**config.mk**
```make
export PLATFORM = sky130hd
export DESIGN_NAME = sline_rx
export DESIGN_NICKNAME = d
export VERILOG_FILES = /design/src/rtl/sline_rx.sv
export SDC_FILE = /design/constraint.sdc
export NUM_CORES = 1
export LEC_CHECK = 0
export ABC_CLOCK_PERIOD_IN_PS = 4600
export BUFFER_PORTS_ARGS = -buffer_cell sky130_fd_sc_hd__buf_2
export CORE_MARGIN = 1.5
export CORE_UTILIZATION = 25
export CTS_CLUSTER_SIZE = 25
export DETAILED_ROUTE_END_ITERATION = 16
export GPL_TIMING_DRIVEN = 0
export SLEW_MARGIN = 20
export SYNTH_ARGS = -nofsm -noshare
export SYNTH_HDL_FRONTEND = slang
export SYNTH_SLANG_ARGS = --single-unit
```
**constraint.sdc**
```tcl
create_clock -name clk -period 4.6 [get_ports clk]
set_input_delay 0.23 -clock clk [delete_from_list [all_inputs] [get_ports clk]]
set_output_delay 0.23 -clock clk [all_outputs]
set_load 0.02 [all_outputs]
```
**src/rtl/sline_rx.sv**
```systemverilog
module sline_rx #(
  parameter int OSR = 16
) (
  input  logic        clk,
  input  logic        rst_n,
  input  logic        bus_init,
  input  logic        tick,
  input  logic        rxd_ext,
  input  logic        txd_loop,
  input  logic        loop_en,
  input  logic        rd_stb,
  output logic [31:0] rd_word,
  output logic        brk_det
);
  localparam int DW   = 8;
  localparam int CW   = $clog2(OSR);
  localparam int BW   = $clog2(DW);
  localparam int HALF = OSR / 2 - 1;

  typedef enum logic [2:0] {S_IDLE, S_START, S_DATA, S_STOP, S_EXTRA, S_HUNT} st_t;

  st_t           state;
  logic [1:0]    sync_q;
  logic [CW-1:0] cnt;
  logic [BW-1:0] bitn;
  logic [DW-1:0] shift, data_q;
  logic          allz, valid_q, ovr_q, frm_q, brk_q;

  wire line_in = loop_en ? txd_loop : rxd_ext;
  wire rx_s    = sync_q[1];
  wire ctr_end = (cnt == CW'(OSR - 1));
  wire done    = tick && (state == S_STOP) && ctr_end;
  wire brk_set = tick && (state == S_EXTRA) && ctr_end && !rx_s;

  assign rd_word = {16'h0, ovr_q | frm_q, ovr_q, frm_q, 1'b0, brk_q, 3'b000, data_q};

  always_ff @(posedge clk or negedge rst_n) begin
    if (!rst_n) begin
      sync_q <= 2'b11;
    end else begin
      sync_q <= {sync_q[0], line_in};
    end
  end

  always_ff @(posedge clk or negedge rst_n) begin
    if (!rst_n) begin
      state <= S_IDLE;
      cnt   <= '0;
      bitn  <= '0;
      shift <= '0;
      allz  <= 1'b0;
    end else if (bus_init) begin
      state <= S_IDLE;
      cnt   <= '0;
      bitn  <= '0;
      shift <= '0;
      allz  <= 1'b0;
    end else begin
      case (state)
        S_IDLE: if (tick && !rx_s) begin
          state <= S_START;
          cnt   <= '0;
        end
        S_START: if (tick) begin
          if (cnt == CW'(HALF)) begin
            cnt  <= '0;
            bitn <= '0;
            allz <= 1'b1;
            state <= rx_s ? S_IDLE : S_DATA;
          end else begin
            cnt <= cnt + 1'b1;
          end
        end
        S_DATA: if (tick) begin
          if (ctr_end) begin
            cnt   <= '0;
            shift <= {rx_s, shift[DW-1:1]};
            allz  <= allz & !rx_s;
            if (bitn == BW'(DW - 1)) state <= S_STOP;
            else bitn <= bitn + 1'b1;
          end else begin
            cnt <= cnt + 1'b1;
          end
        end
        S_STOP: if (tick) begin
          if (ctr_end) begin
            cnt <= '0;
            if (rx_s)      state <= S_IDLE;
            else if (allz) state <= S_EXTRA;
            else           state <= S_HUNT;
          end else begin
            cnt <= cnt + 1'b1;
          end
        end
        S_EXTRA: if (tick) begin
          if (ctr_end) begin
            cnt   <= '0;
            state <= rx_s ? S_IDLE : S_HUNT;
          end else begin
            cnt <= cnt + 1'b1;
          end
        end
        S_HUNT: if (rx_s) state <= S_IDLE;
        default: state <= S_IDLE;
      endcase
    end
  end

  always_ff @(posedge clk or negedge rst_n) begin
    if (!rst_n) begin
      data_q  <= '0;
      valid_q <= 1'b0;
      ovr_q   <= 1'b0;
      frm_q   <= 1'b0;
      brk_q   <= 1'b0;
      brk_det <= 1'b0;
    end else if (bus_init) begin
      data_q  <= '0;
      valid_q <= 1'b0;
      ovr_q   <= 1'b0;
      frm_q   <= 1'b0;
      brk_q   <= 1'b0;
      brk_det <= 1'b0;
    end else begin
      if (done) begin
        data_q  <= shift;
        frm_q   <= !rx_s;
        ovr_q   <= valid_q && !rd_stb;
        valid_q <= 1'b1;
      end else if (rd_stb) begin
        valid_q <= 1'b0;
      end
      if (brk_set)                    brk_q <= 1'b1;
      else if (state == S_HUNT && rx_s) brk_q <= 1'b0;
      if (brk_set)     brk_det <= 1'b1;
      else if (rd_stb) brk_det <= 1'b0;
    end
  end
endmodule

```
==> impl_metrics.ini, run 1 <==
[power]
p_int_mw = 0.506
power_switching_mw = 0.163
power-per-cell-area_nw_per_um2 = 289
ir_drop_uv = 133
pwr-share-clk_pct = 42.3
combPwrFrac_pct = 12.1
leakagePower_nw = 1.16
p_seq_share_pct = 45.7
p_sw_share_pct = 24.4

[logic_synthesis]
yosys.area.top_type = dfrtp_1
ys.flop_type = dfrtp_1
yosys-top-cells-area = dfrtp_1 (42%), buf_4 (9.4%), nor2_1 (4.9%)
synth.most_common_cell = dfrtp_1
synth_common_cells = dfrtp_1 (32), nor2_1 (25), buf_4 (24), nand2_1 (22), a21oi_1 (18)
ys.warnings.count = 0
synth_area_um2 = 1910
synth_edf_count = 0
synth_top_area_share_pct = 41.9
synth_cells = 205
synth_cell_types = 44
synth-seq-cells = 34
synthArstFlopShare_pct = 100
syn_avg_cell_area_um2 = 9.32
yosysSeqAreaShare_pct = 44.7

[placed_design]
port-buffer-count = 20
finalWeightedCongestion = 0.878
hpwl_um = 2740
preCtsSetupSlack_ns = 2.55

[setup_path]
worst_ep_arrival_time_ns = 2.22
endpoint_kind = flop
reg2regPathDepth = 7
reg2reg_to = data_q[4]$_DFFE_PN0P_
setup.worst_path.class = reg -> reg
reg2reg_from = cnt[0]$_DFFE_PN0P_
reg2reg_setup_slack_ns = 2.54
required_ns = 4.76
startpoint_type = flop
critPathMaxFanout = 10

[sta]
worst_pin_slew_ns = 0.767
rsz0062_at_grt = false
maxClockFrequency_mhz = 487
finalCritPeriodShare_pct = 44.7
fin_ws_ns = 2.54
post-route-min-period_ns = 2.06
relSlewSlack_pct = 48.9
clock-skew-final_ns = 0.00994
tns_ns = 0
setup_violations = 0
hold_viol = 0
maxSlewViolCount = 0

[clock_network]
postCtsHoldBufs = 0
cts_setup_buffers = 0
htreeDepth = 2
tritoncts = yes
clock_path_buffers = 2
clkTransAtPathRegs_ns = 0.07
insertion_delay_ns = 0.29
clock-root-buffer = clkbuf_8
cts.repair.resized = 0
cts-buffers-inserted = 5
cts_sinks = 34

[status]
status = finished, final reports clean

[global_route]
grt_use_met1_pct = 13.5
grt_pass1_vias = 1366
gr-total-overflow = 0
grt_max_degree = 35
grt-busiest-layer = met2
grtUsageMet3_pct = 2.78
antenna_found_initial = 0
grt_usage_pct = 9.79
grt_pass1_wl_um = 6560
grtUsageMet2_pct = 14.8

[floorplan]
dieArea_um2 = 8180
start_util_pct = 26.1
num_rows = 31
core_area_um2 = 7330
die_h_um = 90.4
boundaryPins = 41
die_w_um = 90.4

[routing]
first_iter_violations = 157
ant_nets = 0
route.vias.total = 1518
routed_via_density = 4.34
wl_per_cell_um = 11.1
drcViolationCount = 0
drt-total-wl_um = 3890
dr.pass1.iters = 4

[hold_path]
hold_class = in -> async

[run]
drv_cap = 0

[finish]
final_layout_size_suffix_gt1_share_pct = 26.3
area.growth.synth_to_final_pct = 21.3
fin_nets = 262
diodes = 0
[critical path, cell delays in order (launching register included)]
cell and delay (ns):
dfrtp_1 0.40, ha_1 0.32, and4_1 0.22, buf_2 0.17, nand3_1 0.26, buf_2 0.31, mux2i_1 0.18, nor2_1 0.05
[cell type report]
type	instances	area (µm²)
fill	779	5010
multi-input combinational	152	882
sequential	34	853
buffer	35	235
tap	99	124
timing repair buffer	20	100
clock buffer	6	82.6
clock inverter	1	30.0
inverter	3	11.3
[flip-flops by register name (all words and copies together) (netlist names), 2 cells and up]
name	flops
data_q	8
shift	8
cnt	4
bitn	3
state	3
sync_q	2
[per-layer routing]
metal	up-vias	wire length [µm]	share of wire, %
met4	0	60	1.5
met3	9	231	5.9
met5	-	0	0
met1	699	1850	48
li1	766	-	-
met2	44	1740	45
[through the flow]
step / utilization, % / cells / hold slack [ns] / power, mW / area [µm²]
global placement: 30.1 / 343 / 0.347 / 0.391 / 2210
CTS: 31.6 / 350 / 0.0431 / 0.675 / 2320
finish: 31.6 / 350 / 0.0127 / 0.670 / 2320
floorplan: - / 224 / -0.0656 / 0.373 / 1980
detailed placement: 30.1 / 343 / 0.353 / 0.392 / 2210
global route: 31.6 / 350 / 0.0832 / 0.698 / 2320
[cell families after synthesis]
group / count (synthesis) / share of synthesized area (%)
AOI/OAI and AO/OA: 44 / 15.9
adders and majority gates: 3 / 1.96
buffers and inverters: 38 / 12.9
DFF: 34 / 44.7
muxes: 10 / 5.30
other: 1 / 0.196
and+or+nand+nor: 75 / 19.1
[power groups by stage]
stage	logic [mW]	registers, mW	clock network, mW
final	0.0807	0.306	0.283
after detailed placement	0.0806	0.311	0
after CTS	0.0809	0.306	0.289
after floorplan	0.0615	0.311	0
after global placement	0.0800	0.311	0
after global routing	0.0888	0.306	0.302
[how the worst max path moves through the flow]
stage                             from                     to  slack, ns  cells past startpoint
finish              cnt[0]$_DFFE_PN0P_  data_q[4]$_DFFE_PN0P_       2.54                      7
global placement    cnt[0]$_DFFE_PN0P_  data_q[2]$_DFFE_PN0P_       2.56                      7
CTS                 cnt[0]$_DFFE_PN0P_  data_q[4]$_DFFE_PN0P_       2.53                      7
global route        cnt[0]$_DFFE_PN0P_  data_q[4]$_DFFE_PN0P_       2.39                      7
floorplan           cnt[0]$_DFFE_PN0P_  data_q[2]$_DFFE_PN0P_       2.88                      7
detailed placement  cnt[0]$_DFFE_PN0P_  data_q[4]$_DFFE_PN0P_       2.55                      7
[cells in the final DEF (no fill, tap or decap), drive strengths merged, types with 3 or more instances in the layout]
master | netlist | routed
nand2b | 3 | 3
conb | 1 | 20
nor4 | 3 | 3
buf | 30 | 50
a21oi | 18 | 18
nor3 | 5 | 5
mux2i | 9 | 9
dfrtp | 32 | 32
clkbuf | 5 | 11
nor2 | 26 | 26
o21ai | 4 | 4
nand2 | 22 | 22
inv | 3 | 3
ha | 3 | 3
nand3 | 5 | 5
Note: power is estimated with default switching activity, not from simulation.
==> run 2, diff against run 1 <==
--- a/config.mk
+++ b/config.mk
@@ -5,7 +5,7 @@
 export SDC_FILE = /design/constraint.sdc
 export NUM_CORES = 1
 export LEC_CHECK = 0
-export ABC_CLOCK_PERIOD_IN_PS = 4600
+export ABC_CLOCK_PERIOD_IN_PS = 2029
 export BUFFER_PORTS_ARGS = -buffer_cell sky130_fd_sc_hd__buf_2
 export CORE_MARGIN = 1.5
 export CORE_UTILIZATION = 25
==> constraint.sdc (replaced) <==
create_clock -name clk -period 2.03 [get_ports clk]
set_input_delay 0.1015 -clock clk [delete_from_list [all_inputs] [get_ports clk]]
set_output_delay 0.1015 -clock clk [all_outputs]
set_load 0.02 [all_outputs]
==> run 2 against run 1 <==
  * Clock power increased by 130%
  * Global-route usage about the same
  * Non-clock buffer count increased by 1
  * Critical path type unchanged
  * Cell count increased by 0.29%
  * Critical endpoint unchanged
  * Critical path depth unchanged
  * Total power increased by 130%
  * Combinational power increased by 130%
  * First-iteration DRC count decreased by 13%
  * Sequential share of layout area decreased by 0.32 points
  * Clock-buffer cell count unchanged
  * Wire length decreased by 0.10%
  * Largest cell class unchanged
  * Setup slack got worse by 2.3 ns
==> impl_metrics.ini, run 2 (same netlist as run 1, synthesis figures left out) <==
[routing]
drt-total-wl_um = 3880
routed_via_density = 4.32
drcViolationCount = 0
first_iter_violations = 137
wl_per_cell_um = 11.1
route.vias.total = 1517
ant_nets = 0
dr.pass1.iters = 4

[setup_path]
worst_path_largest_cell_delay_ns = 0.40
startpoint_type = flop
endpoint_kind = flop
critPathMaxFanout = 10
setup.worst_path.class = reg -> reg
required_ns = 2.19
worst_ep_arrival_time_ns = 2.00
critPathSlowestCell = dfrtp_1
worstPathCellList = ha_2 -> and4_1 -> buf_2 -> nand3_2 -> buf_4 -> mux2i_1 -> nor2_1

[run]
drv_cap = 0

[finish]
largest_registers = data_q: 8 flops, shift: 8 flops, cnt: 4 flops
fillers = 776
final_cell_mix = dfrtp_1 (32), buf_4 (25), nor2_1 (25), buf_2 (24), nand2_1 (22)
area.growth.synth_to_final_pct = 22.4
final_cell_area_um2 = 2340
diodes = 0
regArea_um2 = 853
final_layout_size_suffix_gt1_share_pct = 27.0
fin_nets = 263
multi_input_area_um2 = 890
layout_commonest_cell = dfrtp_1

[sta]
hold_viol = 0
finalCritPeriodShare_pct = 90.3
worst_pin_slew_ns = 0.767
clock-skew-final_ns = 0.0110
post-route-min-period_ns = 1.83
maxSlewViolCount = 0
setup_violations = 0
maxClockFrequency_mhz = 545
tns_ns = 0
fin_ws_ns = 0.197
rsz0062_at_grt = false
relSlewSlack_pct = 48.9

[floorplan]
dieArea_um2 = 8180
die_h_um = 90.4
num_rows = 31
die_w_um = 90.4
start_util_pct = 26.1
boundaryPins = 41
core_area_um2 = 7330

[hold_path]
hold_class = in -> reg

[power]
power-per-cell-area_nw_per_um2 = 652
ir_drop_uv = 318
leakagePower_nw = 1.16
power_mw = 1.52

[global_route]
grt_usage_pct = 9.81
antenna_found_initial = 0
grt_max_degree = 35
grt_pass1_vias = 1374
gr-total-overflow = 0
grt_pass1_wl_um = 6590

[placed_design]
placed_area_um2 = 2210
preCtsSetupSlack_ns = -0.0168
port-buffer-count = 20
finalWeightedCongestion = 0.878
hpwl_um = 2740

[clock_network]
cts-buffers-inserted = 5
clock_path_buffers = 2
clock-root-buffer = clkbuf_8
htreeDepth = 2
cts_sinks = 34
insertion_delay_ns = 0.29
tritoncts = yes
clkTransAtPathRegs_ns = 0.07

[status]
status = finished, final reports clean
run 2: changes by cell type in the layout (fill, tap and decap cells not counted), sizes merged:
cell / before / now
dlygate4sd3: 0 / 1
run 2: repair_timing:
action                                  4_1_cts  5_1_grt
endpoints found under the setup margin        8        2
resized for setup                             2        1
endpoints found under the hold margin        32        0
setup buffers                                 0        0
hold buffers                                  1        0
run 2: layer usage:
metal	vias to the layer above	share of wire, %	routed length, µm	GRT usage, %
met5	-	0	0	0
met4	0	1.4	56	3.04
met3	10	6.3	245	2.78
met2	41	45	1750	15.0
met1	700	47	1830	13.4
li1	766	-	-	-
run 2: path summary, 6_finish.rpt:
path | depth (start not counted) | from | to | slack [ns]
min in group asynchronous | 2 | rst_n | ovr_q$_DFFE_PN0P_ | 0.42
max in group asynchronous | 2 | rst_n | state[1]$_DFFE_PN0P_ | 1.11
max | 7 | cnt[0]$_DFFE_PN0P_ | data_q[4]$_DFFE_PN0P_ | 0.20
max reg2reg | 7 | cnt[0]$_DFFE_PN0P_ | data_q[4]$_DFFE_PN0P_ | 0.20
min reg2reg | 0 | sync_q[0]$_DFF_PN1_ | sync_q[1]$_DFF_PN1_ | 0.36
min | 2 | txd_loop | sync_q[0]$_DFF_PN1_ | 0.05
run 2: worst max-delay path: cells and delay by family (launching register included):
family	cells	cell delay (ns)
simple gates	3	0.41
flops	1	0.40
fa+ha+maj	1	0.29
mux	1	0.16
buf+inv	2	0.43
run 2: layout make-up:
cell class                 instances  area share, %
clock inverter                     1           1.28
multi-input combinational        152           38.0
tap                               99           5.30
timing repair buffer              21           4.71
clock buffer                       6           3.53
buffer                            35           10.2
sequential                        34           36.5
inverter                           3          0.482
run 2: stage by stage:
step / hold WS [ns] / instances / utilization [%]
6_report: 0.0516 / 351 / 31.9
5_1_grt: 0.0550 / 351 / 31.9
4_1_cts: 0.0465 / 351 / 31.9
3_5_place_dp: 0.229 / 343 / 30.1
3_3_place_gp: 0.227 / 343 / 30.1
2_1_floorplan: -0.194 / 224 / -
run 2: where the power goes:
group	internal (mW)	switching [mW]
sequential	0.688	0.00524
clock	0.393	0.253
combinational	0.0678	0.117
==> run 3, diff against run 2 <==
--- a/config.mk
+++ b/config.mk
@@ -7,11 +7,14 @@
 export LEC_CHECK = 0
 export ABC_CLOCK_PERIOD_IN_PS = 2029
 export BUFFER_PORTS_ARGS = -buffer_cell sky130_fd_sc_hd__buf_2
+export CELL_PAD_IN_SITES_DETAIL_PLACEMENT = 1
+export CELL_PAD_IN_SITES_GLOBAL_PLACEMENT = 1
 export CORE_MARGIN = 1.5
 export CORE_UTILIZATION = 25
 export CTS_CLUSTER_SIZE = 25
 export DETAILED_ROUTE_END_ITERATION = 16
 export GPL_TIMING_DRIVEN = 0
+export PLACE_DENSITY_LB_ADDON = 0.1
 export SLEW_MARGIN = 20
 export SYNTH_ARGS = -nofsm -noshare
 export SYNTH_HDL_FRONTEND = slang
==> run 3 against run 2 <==
  * Hold slack got worse by 0.012 ns
  * Setup slack got worse by 0.048 ns
  * Sequential cell count did not move
  * Clock power rose by 1%
==> impl_metrics.ini, run 3 (same netlist as run 1, synthesis figures left out) <==
[power]
p_seq_share_pct = 45.0
leakagePower_nw = 1.16
power_switching_mw = 0.390
power-per-cell-area_nw_per_um2 = 658
p_sw_share_pct = 25.3
combPwrFrac_pct = 12.4
pwr-share-clk_pct = 42.5
p_int_mw = 1.15
ir_drop_uv = 223

[finish]
final_util_pct = 31.9
diodes = 0
fin_nets = 263
layout_commonest_cell = dfrtp_1
final_cell_mix = dfrtp_1 (32), buf_4 (25), nor2_1 (25), buf_2 (24), nand2_1 (22)
area.growth.synth_to_final_pct = 22.4
largest_registers = data_q: 8 flops, shift: 8 flops, cnt: 4 flops
final_layout_size_suffix_gt1_share_pct = 27.0

[setup_path]
cp_top_family = compound AO/OA/AOI/OAI gates
startpoint_type = flop
critPathMaxFanout = 9
setup.worst_path.class = reg -> reg
required_ns = 2.21
endpoint_kind = flop
worstPathCellList = clkbuf_1 -> nand3_1 -> a31oi_4 -> nor4_1 -> a31o_2
path_buf_inv = 1
critPathSlowestCell = dfstp_2
worst_path_largest_cell_delay_ns = 0.52
worst_ep_arrival_time_ns = 2.06

[floorplan]
die_w_um = 90.4
num_rows = 31
dieArea_um2 = 8180
start_util_pct = 26.1
boundaryPins = 41
core_area_um2 = 7330
die_h_um = 90.4

[sta]
tns_ns = 0
setup_violations = 0
fin_ws_ns = 0.148
post-route-min-period_ns = 1.88
clock-skew-final_ns = 0.00350
maxClockFrequency_mhz = 531
hold_viol = 0
rsz0062_at_grt = false
relSlewSlack_pct = 46.5
maxSlewViolCount = 0
finalCritPeriodShare_pct = 92.7
worst_pin_slew_ns = 0.803

[routing]
routed_via_density = 4.44
route.vias.total = 1560
drt-total-wl_um = 4700
ant_nets = 0
drcViolationCount = 0
first_iter_violations = 85
wl_per_cell_um = 13.4
dr.pass1.iters = 4

[clock_network]
clock-root-buffer = clkbuf_8
insertion_delay_ns = 0.29
clkTransAtPathRegs_ns = 0.07
cts_setup_buffers = 0
htreeDepth = 2
cts-buffers-inserted = 5
tritoncts = yes
clock_path_buffers = 2
cts_sinks = 34

[hold_path]
hold_class = in -> reg

[placed_design]
port-buffer-count = 20
preCtsSetupSlack_ns = -0.0485
finalWeightedCongestion = 0.754
hpwl_um = 3290

[global_route]
grt_pass1_wl_um = 8070
grt_usage_pct = 12.6
grt_max_degree = 35
antenna_found_initial = 0
gr-total-overflow = 0
grt_pass1_vias = 1583

[status]
status = finished, final reports clean

[run]
drv_cap = 0
-- run 3: cell counts in the layout (fill, tap and decap cells not counted) --
No cell type changed its count.
-- run 3: layer usage --
layer / vias up / routed length, µm / global-route usage [%]
met5: - / 0 / 0
met4: 0 / 76 / 4.76
met3: 6 / 176 / 2.95
met2: 31 / 2110 / 19.8
met1: 757 / 2340 / 16.7
li1: 766 / - / -
-- run 3: final cells by class --
class	count	area, µm²
plain buffers	35	238
clock buffers	6	82.6
clock inverters	1	30.0
fillers	874	4990
inverters	3	11.3
multi-input cells	152	890
flip-flops and latches	34	853
well taps	99	124
repair buffers	21	110
-- run 3: path summary, 6_finish.rpt --
kind | start | end | slack (ns) | depth (start not counted)
worst min register to register | sync_q[0]$_DFF_PN1_ | sync_q[1]$_DFF_PN1_ | 0.36 | 0
worst min-delay path | rxd_ext | sync_q[0]$_DFF_PN1_ | 0.04 | 2
min in group asynchronous | rst_n | cnt[1]$_DFFE_PN0P_ | 0.44 | 2
max in group asynchronous | rst_n | ovr_q$_DFFE_PN0P_ | 1.08 | 2
worst max register to register | sync_q[1]$_DFF_PN1_ | cnt[2]$_DFFE_PN0P_ | 0.15 | 5
worst max-delay path | sync_q[1]$_DFF_PN1_ | cnt[2]$_DFFE_PN0P_ | 0.15 | 5
-- run 3: worst register-to-register path: stages, from the launching register on --
cell and delay (ns):
dfstp_2 0.52, clkbuf_1 0.38, nand3_1 0.20, a31oi_4 0.30
nor4_1 0.12, a31o_2 0.26
-- run 3: per-stage QoR --
step / cell area [µm²] / cells / total power [mW] / hold slack, ns
after floorplan: 1980 / 224 / 0.844 / -0.194
after global placement: 2210 / 343 / 0.897 / 0.262
after detailed placement: 2210 / 343 / 0.896 / 0.258
after CTS: 2330 / 351 / 1.57 / 0.0316
after global routing: 2340 / 351 / 1.62 / 0.0353
final: 2340 / 351 / 1.54 / 0.0393
-- run 3: timing repair --
action / CTS / global route
endpoints found under the setup margin: 8 / 8
cloned: 0 / 0
hold buffers: 1 / 0
gates resized for setup: 2 / 1
hold endpoints to repair: 32 / 0
-- run 3: power by group through the flow --
stage                     sequential [mW]  clock, mW  combinational, mW
final                               0.693      0.655              0.191
after global routing                0.694      0.711              0.213
after CTS                           0.693      0.682              0.193
after detailed placement            0.706          0              0.191
after global placement              0.706          0              0.191
after floorplan                     0.705          0              0.139
